`src/rtl/sr_pkg.sv`:
```
package sr_pkg;

    parameter int unsigned SR_CW = 10;
    localparam int unsigned SR_XW = SR_CW + 1;

    typedef logic [SR_CW-1:0] cnt_t;
    typedef logic [SR_XW-1:0] ext_t;

    localparam cnt_t AGE_MAX = {SR_CW{1'b1}};
    localparam int unsigned N_PTS = 2;

    // index into point arrays
    localparam int unsigned PT_ON  = 0;
    localparam int unsigned PT_OFF = 1;

    typedef struct packed {
        cnt_t prd;
        cnt_t pri_on;
        cnt_t pri_off;
        cnt_t lead;
        cnt_t db_sec;
        cnt_t db_pri;
    } sr_cfg_t;

    typedef struct packed {
        cnt_t on_pt;
        cnt_t off_pt;
    } sr_evt_t;

    typedef enum logic [1:0] {
        ACT_HOLD = 2'd0,
        ACT_SET  = 2'd1,
        ACT_CLR  = 2'd2
    } sr_act_e;

    // Move a compare point earlier by lead ticks, wrapping over period+1.
    function automatic cnt_t lead_back(cnt_t cmp, cnt_t lead, cnt_t prd);
        ext_t span;
        ext_t r;
        span = ext_t'(prd) + ext_t'(1);
        if (cmp >= lead) begin
            r = ext_t'(cmp) - ext_t'(lead);
        end else begin
            r = ext_t'(cmp) + span - ext_t'(lead);
        end
        return r[SR_CW-1:0];
    endfunction

    // Secondary dead band must strictly exceed lead + primary dead band.
    function automatic logic db_unsafe(sr_cfg_t c);
        return ext_t'(c.db_sec) <= (ext_t'(c.lead) + ext_t'(c.db_pri));
    endfunction

endpackage

```
`src/rtl/sr_shadow_bank.sv`:
```
module sr_shadow_bank
    import sr_pkg::*;
(
    input  logic    clk_i,
    input  logic    rst_i,
    input  cnt_t    cnt_i,
    input  sr_cfg_t shadow_i,
    output sr_cfg_t active_o
);

    sr_cfg_t act_q;
    logic    at_zero;

    assign at_zero = (cnt_i == '0);

    always_ff @(posedge clk_i) begin
        if (rst_i) begin
            act_q <= '0;
        end else if (at_zero) begin
            act_q <= shadow_i;
        end
    end

    assign active_o = act_q;

endmodule

```
`src/rtl/sr_event_derive.sv`:
```
module sr_event_derive
    import sr_pkg::*;
(
    input  sr_cfg_t cfg_i,
    output sr_evt_t evt_o
);

    cnt_t pri_pt [N_PTS];
    cnt_t sec_pt [N_PTS];

    assign pri_pt[PT_ON]  = cfg_i.pri_on;
    assign pri_pt[PT_OFF] = cfg_i.pri_off;

    for (genvar g = 0; g < N_PTS; g++) begin : g_pt
        assign sec_pt[g] = lead_back(pri_pt[g], cfg_i.lead, cfg_i.prd);
    end

    assign evt_o.on_pt  = sec_pt[PT_ON];
    assign evt_o.off_pt = sec_pt[PT_OFF];

endmodule

```
`src/rtl/sr_action_unit.sv`:
```
module sr_action_unit
    import sr_pkg::*;
(
    input  logic    clk_i,
    input  logic    rst_i,
    input  cnt_t    cnt_i,
    input  sr_evt_t evt_i,
    output logic    raw_o,
    output logic    raw_next_o
);

    sr_act_e act;
    logic    raw_q;
    logic    raw_d;

    // clear point has priority over set point
    always_comb begin
        if (cnt_i == evt_i.off_pt) begin
            act = ACT_CLR;
        end else if (cnt_i == evt_i.on_pt) begin
            act = ACT_SET;
        end else begin
            act = ACT_HOLD;
        end
    end

    always_comb begin
        case (act)
            ACT_SET: raw_d = 1'b1;
            ACT_CLR: raw_d = 1'b0;
            default: raw_d = raw_q;
        endcase
    end

    always_ff @(posedge clk_i) begin
        if (rst_i) begin
            raw_q <= 1'b0;
        end else begin
            raw_q <= raw_d;
        end
    end

    assign raw_o      = raw_q;
    assign raw_next_o = raw_d;

endmodule

```
`src/rtl/sr_deadband.sv`:
```
module sr_deadband
    import sr_pkg::*;
(
    input  logic clk_i,
    input  logic rst_i,
    input  logic raw_i,
    input  logic raw_next_i,
    input  cnt_t db_i,
    input  logic block_i,
    output logic gate_a_o,
    output logic gate_b_o
);

    cnt_t age_q;
    logic settled;

    // ticks since the raw signal last changed, saturating
    always_ff @(posedge clk_i) begin
        if (rst_i) begin
            age_q <= '0;
        end else if (raw_next_i != raw_i) begin
            age_q <= '0;
        end else if (age_q != AGE_MAX) begin
            age_q <= age_q + cnt_t'(1);
        end
    end

    assign settled  = (age_q >= db_i);
    assign gate_a_o = !block_i &&  raw_i && settled;
    assign gate_b_o = !block_i && !raw_i && settled;

endmodule

```
`src/rtl/sr_gate_gen.sv`:
```
module sr_gate_gen
    import sr_pkg::*;
(
    input  logic clk_i,
    input  logic rst_i,
    input  cnt_t cnt_i,
    input  cnt_t prd_sh_i,
    input  cnt_t pri_on_sh_i,
    input  cnt_t pri_off_sh_i,
    input  cnt_t lead_sh_i,
    input  cnt_t db_sec_sh_i,
    input  cnt_t db_pri_sh_i,
    output logic gate_a_o,
    output logic gate_b_o,
    output logic fault_o
);

    sr_cfg_t shadow_cfg;
    sr_cfg_t act_cfg;
    sr_evt_t evt;
    logic    raw_q;
    logic    raw_next;
    logic    unsafe;

    always_comb begin
        shadow_cfg.prd     = prd_sh_i;
        shadow_cfg.pri_on  = pri_on_sh_i;
        shadow_cfg.pri_off = pri_off_sh_i;
        shadow_cfg.lead    = lead_sh_i;
        shadow_cfg.db_sec  = db_sec_sh_i;
        shadow_cfg.db_pri  = db_pri_sh_i;
    end

    sr_shadow_bank u_bank (
        .clk_i    (clk_i),
        .rst_i    (rst_i),
        .cnt_i    (cnt_i),
        .shadow_i (shadow_cfg),
        .active_o (act_cfg)
    );

    sr_event_derive u_derive (
        .cfg_i (act_cfg),
        .evt_o (evt)
    );

    sr_action_unit u_action (
        .clk_i      (clk_i),
        .rst_i      (rst_i),
        .cnt_i      (cnt_i),
        .evt_i      (evt),
        .raw_o      (raw_q),
        .raw_next_o (raw_next)
    );

    assign unsafe = db_unsafe(act_cfg);

    sr_deadband u_db (
        .clk_i      (clk_i),
        .rst_i      (rst_i),
        .raw_i      (raw_q),
        .raw_next_i (raw_next),
        .db_i       (act_cfg.db_sec),
        .block_i    (unsafe),
        .gate_a_o   (gate_a_o),
        .gate_b_o   (gate_b_o)
    );

    assign fault_o = unsafe;

endmodule

```
`config.mk`:
```
export PLATFORM = sky130hd
export DESIGN_NAME = sr_gate_gen
export DESIGN_NICKNAME = d
export VERILOG_FILES = /design/src/rtl/sr_pkg.sv /design/src/rtl/sr_shadow_bank.sv /design/src/rtl/sr_event_derive.sv /design/src/rtl/sr_action_unit.sv /design/src/rtl/sr_deadband.sv /design/src/rtl/sr_gate_gen.sv
export SDC_FILE = /design/constraint.sdc
export NUM_CORES = 1
export LEC_CHECK = 0
export BUFFER_PORTS_ARGS = -buffer_cell sky130_fd_sc_hd__buf_4
export CAP_MARGIN = 20
export CORE_MARGIN = 8
export CORE_UTILIZATION = 59
export DETAILED_ROUTE_END_ITERATION = 8
export PLACE_DENSITY_LB_ADDON = 0.3
export SLEW_MARGIN = 20
export SYNTH_ARGS = -nofsm -noshare
export SYNTH_HDL_FRONTEND = slang
export SYNTH_SLANG_ARGS = --single-unit
export TNS_END_PERCENT = 5
```
`constraint.sdc`:
```
create_clock -name clk_i -period 6.9 [get_ports clk_i]
set_input_delay 1.035 -clock clk_i [delete_from_list [all_inputs] [get_ports clk_i]]
set_output_delay 1.035 -clock clk_i [all_outputs]
set_load 0.005 [all_outputs]
```
==> impl.org, run 1 <==
** Status
- Run status :: complete, no violations

** Synth
- Yosys mapped a number of flops with a built-in enable equal to 0.
- For this run, the register share of the synthesized area comes to 0.222.
- Yosys top cell by area :: sky130_fd_sc_hd__dfxtp_1
- Count of warnings emitted by yosys :: 0
- Synthesis inferred 71 register bits.
- Counting flops with an async set or reset pin after synthesis yields a share of 0.
- Dominant register cell in the synthesized netlist :: sky130_fd_sc_hd__dfxtp_1
- Synthesis handed over a netlist of 799 instances.
- Synthesis produced a netlist with a net count of 962.
- Top cells by area in the synthesized netlist :: sky130_fd_sc_hd__dfxtp_1 (22%), sky130_fd_sc_hd__ha_1 (14%), sky130_fd_sc_hd__nand2_1 (8.1%)
- Count of distinct cell types in the synthesized netlist :: 72
- Mean instance size in the synthesized netlist :: ~8 sq um
- The share of synthesized area in the top cell type comes to 0.222.
- The cell area that synthesis handed to floorplanning was ~6400 sq um.

** Place
- Once placement completed, the tool counted placed cells totaling between 900 and 1000.
- In this run the tool buffered the top-level ports with 74 buffer cells.
- Routability-driven placement finished with a final weighted congestion of 0.934.
- In this run the cell area measured after placement is about 7000 sq um.
- The HPWL after detailed placement is 13.9 mm.

** Drt
- Routed via count :: roughly 6000
- Post-route ant nets :: 0
- Wires add up to about 17 mm.
- Residual DRC :: 0
- The detailed router finished its first iteration with 503 violations.
- Dividing the detail-routed wire length by the instance count gives approximately 18 um.
- Detailed-route vias per instance :: approximately 6
- Before antenna repair, the detailed router went through 8 iterations.

** Global routing
- Number of global-route vias before repair :: 5812
- The first global-routing pass estimated 28.7 mm of wire.
- Initial antenna violation count :: 0
- Entering global routing, the biggest net connects 64 pins.
- Remaining global-route overflow :: 0
- Total global-route track usage :: 0.246

** CTS
- Number of buffers added to fix hold violations after cts :: 0
- In this run, CTS created clock tree buffers numbering 9.
- H-Tree Depth :: 3
- Number of gates given a new drive strength after cts :: 0
- TritonCTS built the clock tree.
- After clock tree synthesis, the clock-pin slew on the worst setup and hold paths is 0.08 ns.
- Clock net sink count :: 71
- Clock tree synthesis selected as its root buffer the cell sky130_fd_sc_hd__clkbuf_8.
- Clock insertion delay at the later pin of the skew report :: 0.38 ns
- The longest clock path from root to sink contains 2 buffers.
- After clock tree synthesis, the setup repair step added 0 buffers.

** STA
- Setup violations remaining at the end of the flow were counted as 0.
- Worst clock skew on the final layout :: 0.0106 ns
- Timing would allow up to about 210 MHz.
- The worst pin sits at a relative slew slack of 0.286.
- The final-report hold violation count is 0.
- Unrepaired setup endpoints after global routing :: no
- Min cycle time layout :: 4.79 ns
- Transition time at the pin with the least slew margin :: roughly 1.1 ns
- The count of final max-slew check failures was 0.
- Final total negative setup slack :: 0 ns
- In the finished design, the share of the clock period the worst path needs comes to 0.694.

** Flow run
- Maximum Capacitance Violations :: 0

** Layout
- Most frequent cells in the layout :: sky130_fd_sc_hd__nand2_1 (139), sky130_fd_sc_hd__a21oi_1 (91), sky130_fd_sc_hd__buf_4 (75)
- Summing all multi-input logic gate instances after layout gives ~4700 sq um.
- The number of antenna diodes in the final layout is 0.
- The finished layout holds ~1000 standard cells, fillers aside.
- The library cell used most frequently in the layout, excluding fill and tap cells, is sky130_fd_sc_hd__nand2_1.
- Of the cells placed in the final design, the portion with a size suffix greater than 1 is 0.131.
- The net count of the finished layout is roughly 1000.
- Across the whole layout, storage elements account for 1420 sq um.
- Number of fillers in the final layout :: 911
- Final instance area :: 7260 sq um
- The area growth from synthesis to layout is 13.1%.

** Setup path
- Critical path launch point type :: flip-flop
- At the worst endpoint, the arrival time is between 3 and 4 ns.
- The critical path is of the reg2out type.
- Worst Setup End Kind :: primary output
- Maximum fanout along the worst path :: 4
- Worst Path Required :: 5.86 ns

** Floorplan
- In this run the count of I/O pins placed on the die edge is 75.
- The initialized floorplan defines 38 standard-cell rows.
- The total area inside the core boundary comes to roughly 11000 sq um.
- Die Span X :: roughly 120 um
- The die is 120 um tall.
- Initial Utilization :: 0.597
- Die outline area :: between 10000 and 15000 sq um

** Power
- Overall power consumption after layout is estimated at 0.000909 W.
- Peak supply drop :: approximately 0.00016 V
- Static power due to leakage :: 2.97 nW
- Power per unit of standard cell area :: 125 nW/um^2

** Hold path
- The min-delay analysis places its worst path in the category reg2reg.
## layout make-up
| class | count | share of cell area |
|---|---|---|
| Inverter | 49 | 0.0253 |
| Clock buffer | 12 | 0.0228 |
| Tap cell | 140 | 0.0241 |
| Clock inverter | 4 | 0.0105 |
| Timing Repair Buffer | 75 | 0.0776 |
| Sequential cell | 71 | 0.196 |
| Multi-Input combinational cell | 644 | 0.644 |
## cells in the mapped netlist (7+ instances only)
library cell,n
sky130_fd_sc_hd__ha_1,70
sky130_fd_sc_hd__nand3_1,17
sky130_fd_sc_hd__xor2_1,16
sky130_fd_sc_hd__inv_1,49
sky130_fd_sc_hd__and3_1,11
sky130_fd_sc_hd__o21ai_0,24
sky130_fd_sc_hd__o21bai_1,7
sky130_fd_sc_hd__nor3_1,15
sky130_fd_sc_hd__a21oi_1,91
sky130_fd_sc_hd__nand4_1,8
sky130_fd_sc_hd__nand2_1,139
sky130_fd_sc_hd__nor3b_1,8
sky130_fd_sc_hd__clkbuf_1,30
sky130_fd_sc_hd__fa_1,21
sky130_fd_sc_hd__o21a_1,9
sky130_fd_sc_hd__dfxtp_1,71
sky130_fd_sc_hd__a21o_1,18
sky130_fd_sc_hd__nor2_1,28
sky130_fd_sc_hd__xnor2_1,52
## cells by family after synthesis
logic type | share of synthesized area
xor+xnor | 0.0964
mux | 0.0129
simple gates | 0.200
fa+ha+maj | 0.202
buf+inv | 0.0509
compound gates | 0.217
flops | 0.222
## layer usage
metal	share of wire	track usage	vias to the layer above
li1	-	-	2921
met2	0.44	0.381	231
met1	0.46	0.324	2778
met5	0	0	-
met3	0.070	0.0527	37
met4	0.029	0.105	0
## stage by stage
stage                util  setup WS [ns]  hold slack [ns]
floorplan               -           3.08            0.436
global placement    0.653           2.59            0.444
detailed placement  0.653           2.56            0.451
CTS                 0.675           2.08            0.461
global route        0.675           1.92            0.490
finish              0.675           2.11            0.461
## worst max-delay path, stage by stage, from the launching register on
cell,delay (ns)
sky130_fd_sc_hd__dfxtp_1,0.42
sky130_fd_sc_hd__ha_1,0.27
sky130_fd_sc_hd__fa_1,0.41
sky130_fd_sc_hd__a21o_1,0.19
sky130_fd_sc_hd__a21oi_1,0.22
sky130_fd_sc_hd__o21bai_1,0.09
sky130_fd_sc_hd__a21oi_1,0.23
sky130_fd_sc_hd__o21bai_1,0.10
sky130_fd_sc_hd__a21oi_1,0.28
sky130_fd_sc_hd__xor2_1,0.19
sky130_fd_sc_hd__ha_1,0.25
sky130_fd_sc_hd__nand2_1,0.08
sky130_fd_sc_hd__nor3_1,0.06
sky130_fd_sc_hd__nor2_1,0.08
sky130_fd_sc_hd__o211ai_1,0.17
sky130_fd_sc_hd__nor3_1,0.21
sky130_fd_sc_hd__buf_4,0.14
## power by group
group | leakage, nW | internal (W) | switching, W | total (W)
logic | 2.28 | 0.0000483 | 0.0000414 | 0.0000897
registers | 0.572 | 0.000411 | 0.00000236 | 0.000413
clock network | 0.119 | 0.000234 | 0.000172 | 0.000406
total | 2.97 | 0.000693 | 0.000216 | 0.000909
## final timing paths
path | from | to | slack [ns] | depth (start not counted)
worst max-delay path | u_bank.active_o[20] | gate_a_o | 2.11 | 16
worst min-delay path | u_bank.active_o[40] | u_bank.active_o[40] | 0.46 | 2
worst max register to register | u_bank.active_o[50] | u_db.age_q[3] | 2.58 | 13
worst min register to register | u_bank.active_o[40] | u_bank.active_o[40] | 0.46 | 2
## flip-flops by register name, indices dropped and copies added, names as in the netlist
| signal | flops |
|---|---|
| u_action.raw_o | 1 |
| u_bank.active_o | 60 |
| u_db.age_q | 10 |
No activity file was read; power rests on OpenSTA's default activity.
==> inputs of run 2 (changes only) <==
Settings changed: CORE_UTILIZATION 59 to 54.
Clock period 6.9 ns to 4.05 ns, I/O delays scaled along.
==> impl.org, run 2 (same netlist as run 1, synthesis figures left out) <==
** Floorplan
- The initial core utilization came to 0.543 (-0.0539).
- Die extent in y :: 125 um (+3.9%)
- The area inside the core boundary is 11800 sq um (+9.9%).
- The I/O pin count is 75 (unchanged).
- The horizontal extent of the die came to 125 um (+3.9%).
- Row count :: 40 (+5.3%)
- Die outline area :: 15600 sq um (+8.0%)

** Drt
- Residual DRC :: 0 (unchanged)
- The first-iteration detailed-routing DRC count was 623 (+24%).
- The average detailed-routed wire length per instance was 18.4 um (+4.9%).
- The wire length reported by the detailed router came to 18.7 mm (+6.8%).
- Post-route ant nets :: 0 (unchanged)
- The via density per instance is 6.00 (about the same).
- Number of detailed-routing iterations run before antenna repair :: 5 (-3)
- Routed via count :: 6079 (+1.9%)

** CTS
- The number of buffers created by CTS came to 9 (unchanged).
- Clock tree from TritonCTS :: done
- The maximum buffer depth of the clock tree came to 2 (unchanged).
- H-Tree Depth :: 3 (unchanged)
- The number of clock sinks seen by CTS came to 71 (unchanged).
- The clock edge transition at the registers on the reported setup and hold paths is 0.06 ns (-0.02 ns).
- The source-to-sink clock delay at the later pin of the worst-skew pair is 0.34 ns (-0.04 ns).
- CTS placed an instance of sky130_fd_sc_hd__clkbuf_16 at the clock tree root.

** STA
- The final-report hold violation count came to 0 (unchanged).
- In the finished design, the share of the clock period the worst path needs comes to 0.979.
- Worst clock skew on the final layout :: 0.00767 ns (-0.00290 ns)
- Subtracting the final worst setup slack from the clock period gives 3.96 ns.
- Worst hold-check slack :: 0.453 ns (-0.00722 ns)
- Max Clock Freq :: 252 MHz
- Pins Over Slew Limit :: 0 (unchanged)
- The actual slew at the worst max-slew pin was 0.680 ns (-0.390 ns).
- Headroom to the max-slew limit :: 0.546 (+0.260)
- Setup repair after global routing could not meet its margin everywhere.
- Number of endpoints failing setup at the final stage :: 0 (unchanged)

** Power
- Power per unit of standard cell area :: 221 nW/um^2 (+76%)
- The worst ir drop on vdd is 0.000250 V (+55%).
- The cell leakage power is 3.07 nW (+3.4%).

** Place
- Detailed-placement wirelength estimate :: 14.5 mm (+4.7%)
- The placed cell area was 7090 sq um (+1.1%).
- The number of input and output port buffers inserted came to 74 (unchanged).
- Placer congestion estimate :: 0.962 (+3.0%)

** Layout
- Leaving out fill and tap cells, the most frequent cell in the layout is sky130_fd_sc_hd__nand2_1.
- Flip-flop count of the largest register, all copies and words added :: 60 (unchanged)
- The antenna diode count was 0 (unchanged).
- The share of cells above drive strength 1 came to 0.165 (+0.0341).
- Nets :: 1024 (+1.1%)
- Final instance area :: 7500 sq um (+3.3%)
- The count of filler cells inserted in the layout came to 1035 (+14%).
- Relative to the synthesized area, the layout overhead comes to 16.9%.
- Most frequent cells in the layout :: sky130_fd_sc_hd__nand2_1 (139), sky130_fd_sc_hd__buf_4 (85), sky130_fd_sc_hd__a21oi_1 (84)

** Global routing
- Remaining global-route overflow :: 0 (unchanged)
- Initial antenna violation count :: 0 (unchanged)
- The number of global-route vias before repair came to 5984 (+3.0%).
- Total global-route track usage :: 0.238 (-0.00785)
- The wire length of the first global-routing pass came to 30.1 mm (+5.0%).
- The largest net degree at the start of global routing is 64 (unchanged).

** Hold path
- Worst hold path class :: reg2reg

** Status
- The flow ran to the end, and the final reports show no timing, DRC or antenna violations.

** Setup path
- The worst setup path is captured at a primary output.
- The required time of the worst setup path was 3.44 ns (-2.42 ns).
- Maximum fanout along the worst path :: 4 (unchanged)
- Crit path DAT :: 3.36 ns (-0.39 ns)
- The worst setup path is of the reg2out kind.
- Critical path launch point type :: flip-flop

** Flow run
- Maximum Capacitance Violations :: 0 (unchanged)
[run 2: cell types whose count changed in the layout (fill, tap and decap cells not counted), moves of 2 or more]
cell	delta
sky130_fd_sc_hd__clkbuf_8	-11
sky130_fd_sc_hd__buf_4	+10
sky130_fd_sc_hd__clkbuf_16	+9
sky130_fd_sc_hd__a21oi_1	-7
sky130_fd_sc_hd__a21oi_2	+7
sky130_fd_sc_hd__dfxtp_1	-6
sky130_fd_sc_hd__dfxtp_2	+6
sky130_fd_sc_hd__clkbuf_1	+3
sky130_fd_sc_hd__ha_1	-2
sky130_fd_sc_hd__ha_2	+2
sky130_fd_sc_hd__xnor2_1	-2
sky130_fd_sc_hd__xnor2_2	+2
[run 2: routing by layer]
metal  vias to the layer above  GRT usage  part of all wire
met1                      2869      0.316              0.46
met5                         -          0                 0
met2                       234      0.375              0.45
li1                       2946          -                 -
met4                         0     0.0845             0.019
met3                        30     0.0484             0.072
[run 2: worst paths after layout]
check,from,end,slack (ns),cells after the start
setup / recovery,u_bank.active_o[20],fault_o,0.09,14
hold / removal,u_bank.active_o[40],u_bank.active_o[40],0.45,2
setup reg to reg,u_bank.active_o[51],u_db.age_q[9],0.16,14
hold reg to reg,u_bank.active_o[40],u_bank.active_o[40],0.45,2
[run 2: final cells by class]
type / count / area [sq um] / area share
Multi-Input combinational cell: 644 / 4750 / 0.633
Sequential cell: 71 / 1430 / 0.191
Timing Repair Buffer: 86 / 658 / 0.0878
Clock buffer: 13 / 250 / 0.0334
Inverter: 49 / 184 / 0.0245
Tap cell: 147 / 184 / 0.0245
Clock inverter: 3 / 42.5 / 0.00568
[run 2: repair_timing]
item                                    in CTS  in global routing
gates resized for setup                      7                 16
hold buffers                                 0                  0
pin swaps                                    1                 10
endpoints found under the setup margin       4                 13
buffers inserted                             0                  4
[run 2: power breakdown]
group          internal, W  switching [W]
registers         0.000702     0.00000432
clock network     0.000493       0.000298
logic            0.0000857      0.0000749
[run 2: metrics by stage]
stage | utilization | total power, W | setup WS, ns | std cells | TNS (ns)
3_3_place_gp | 0.600 | 0.000872 | 0.119 | 993 | 0
5_1_grt | 0.635 | 0.00170 | -0.0767 | 1013 | -0.127
4_1_cts | 0.627 | 0.00166 | 0.00173 | 1009 | 0
6_report | 0.635 | 0.00166 | 0.0868 | 1013 | 0
3_5_place_dp | 0.600 | 0.000877 | 0.0272 | 993 | 0
2_1_floorplan | - | 0.000798 | 0.343 | 799 | 0
[run 2: worst max-delay path, stage by stage, from the launching register on]
cell and delay, ns:
sky130_fd_sc_hd__dfxtp_2 0.36, sky130_fd_sc_hd__ha_2 0.20, sky130_fd_sc_hd__fa_2 0.51, sky130_fd_sc_hd__inv_1 0.04, sky130_fd_sc_hd__ha_1 0.27, sky130_fd_sc_hd__nor2b_1 0.13
sky130_fd_sc_hd__o21a_1 0.16, sky130_fd_sc_hd__o21a_1 0.17, sky130_fd_sc_hd__o21a_1 0.16, sky130_fd_sc_hd__o21a_1 0.16, sky130_fd_sc_hd__o211ai_1 0.15, sky130_fd_sc_hd__a21oi_1 0.09
sky130_fd_sc_hd__o211ai_1 0.34, sky130_fd_sc_hd__buf_4 0.18, sky130_fd_sc_hd__buf_4 0.10
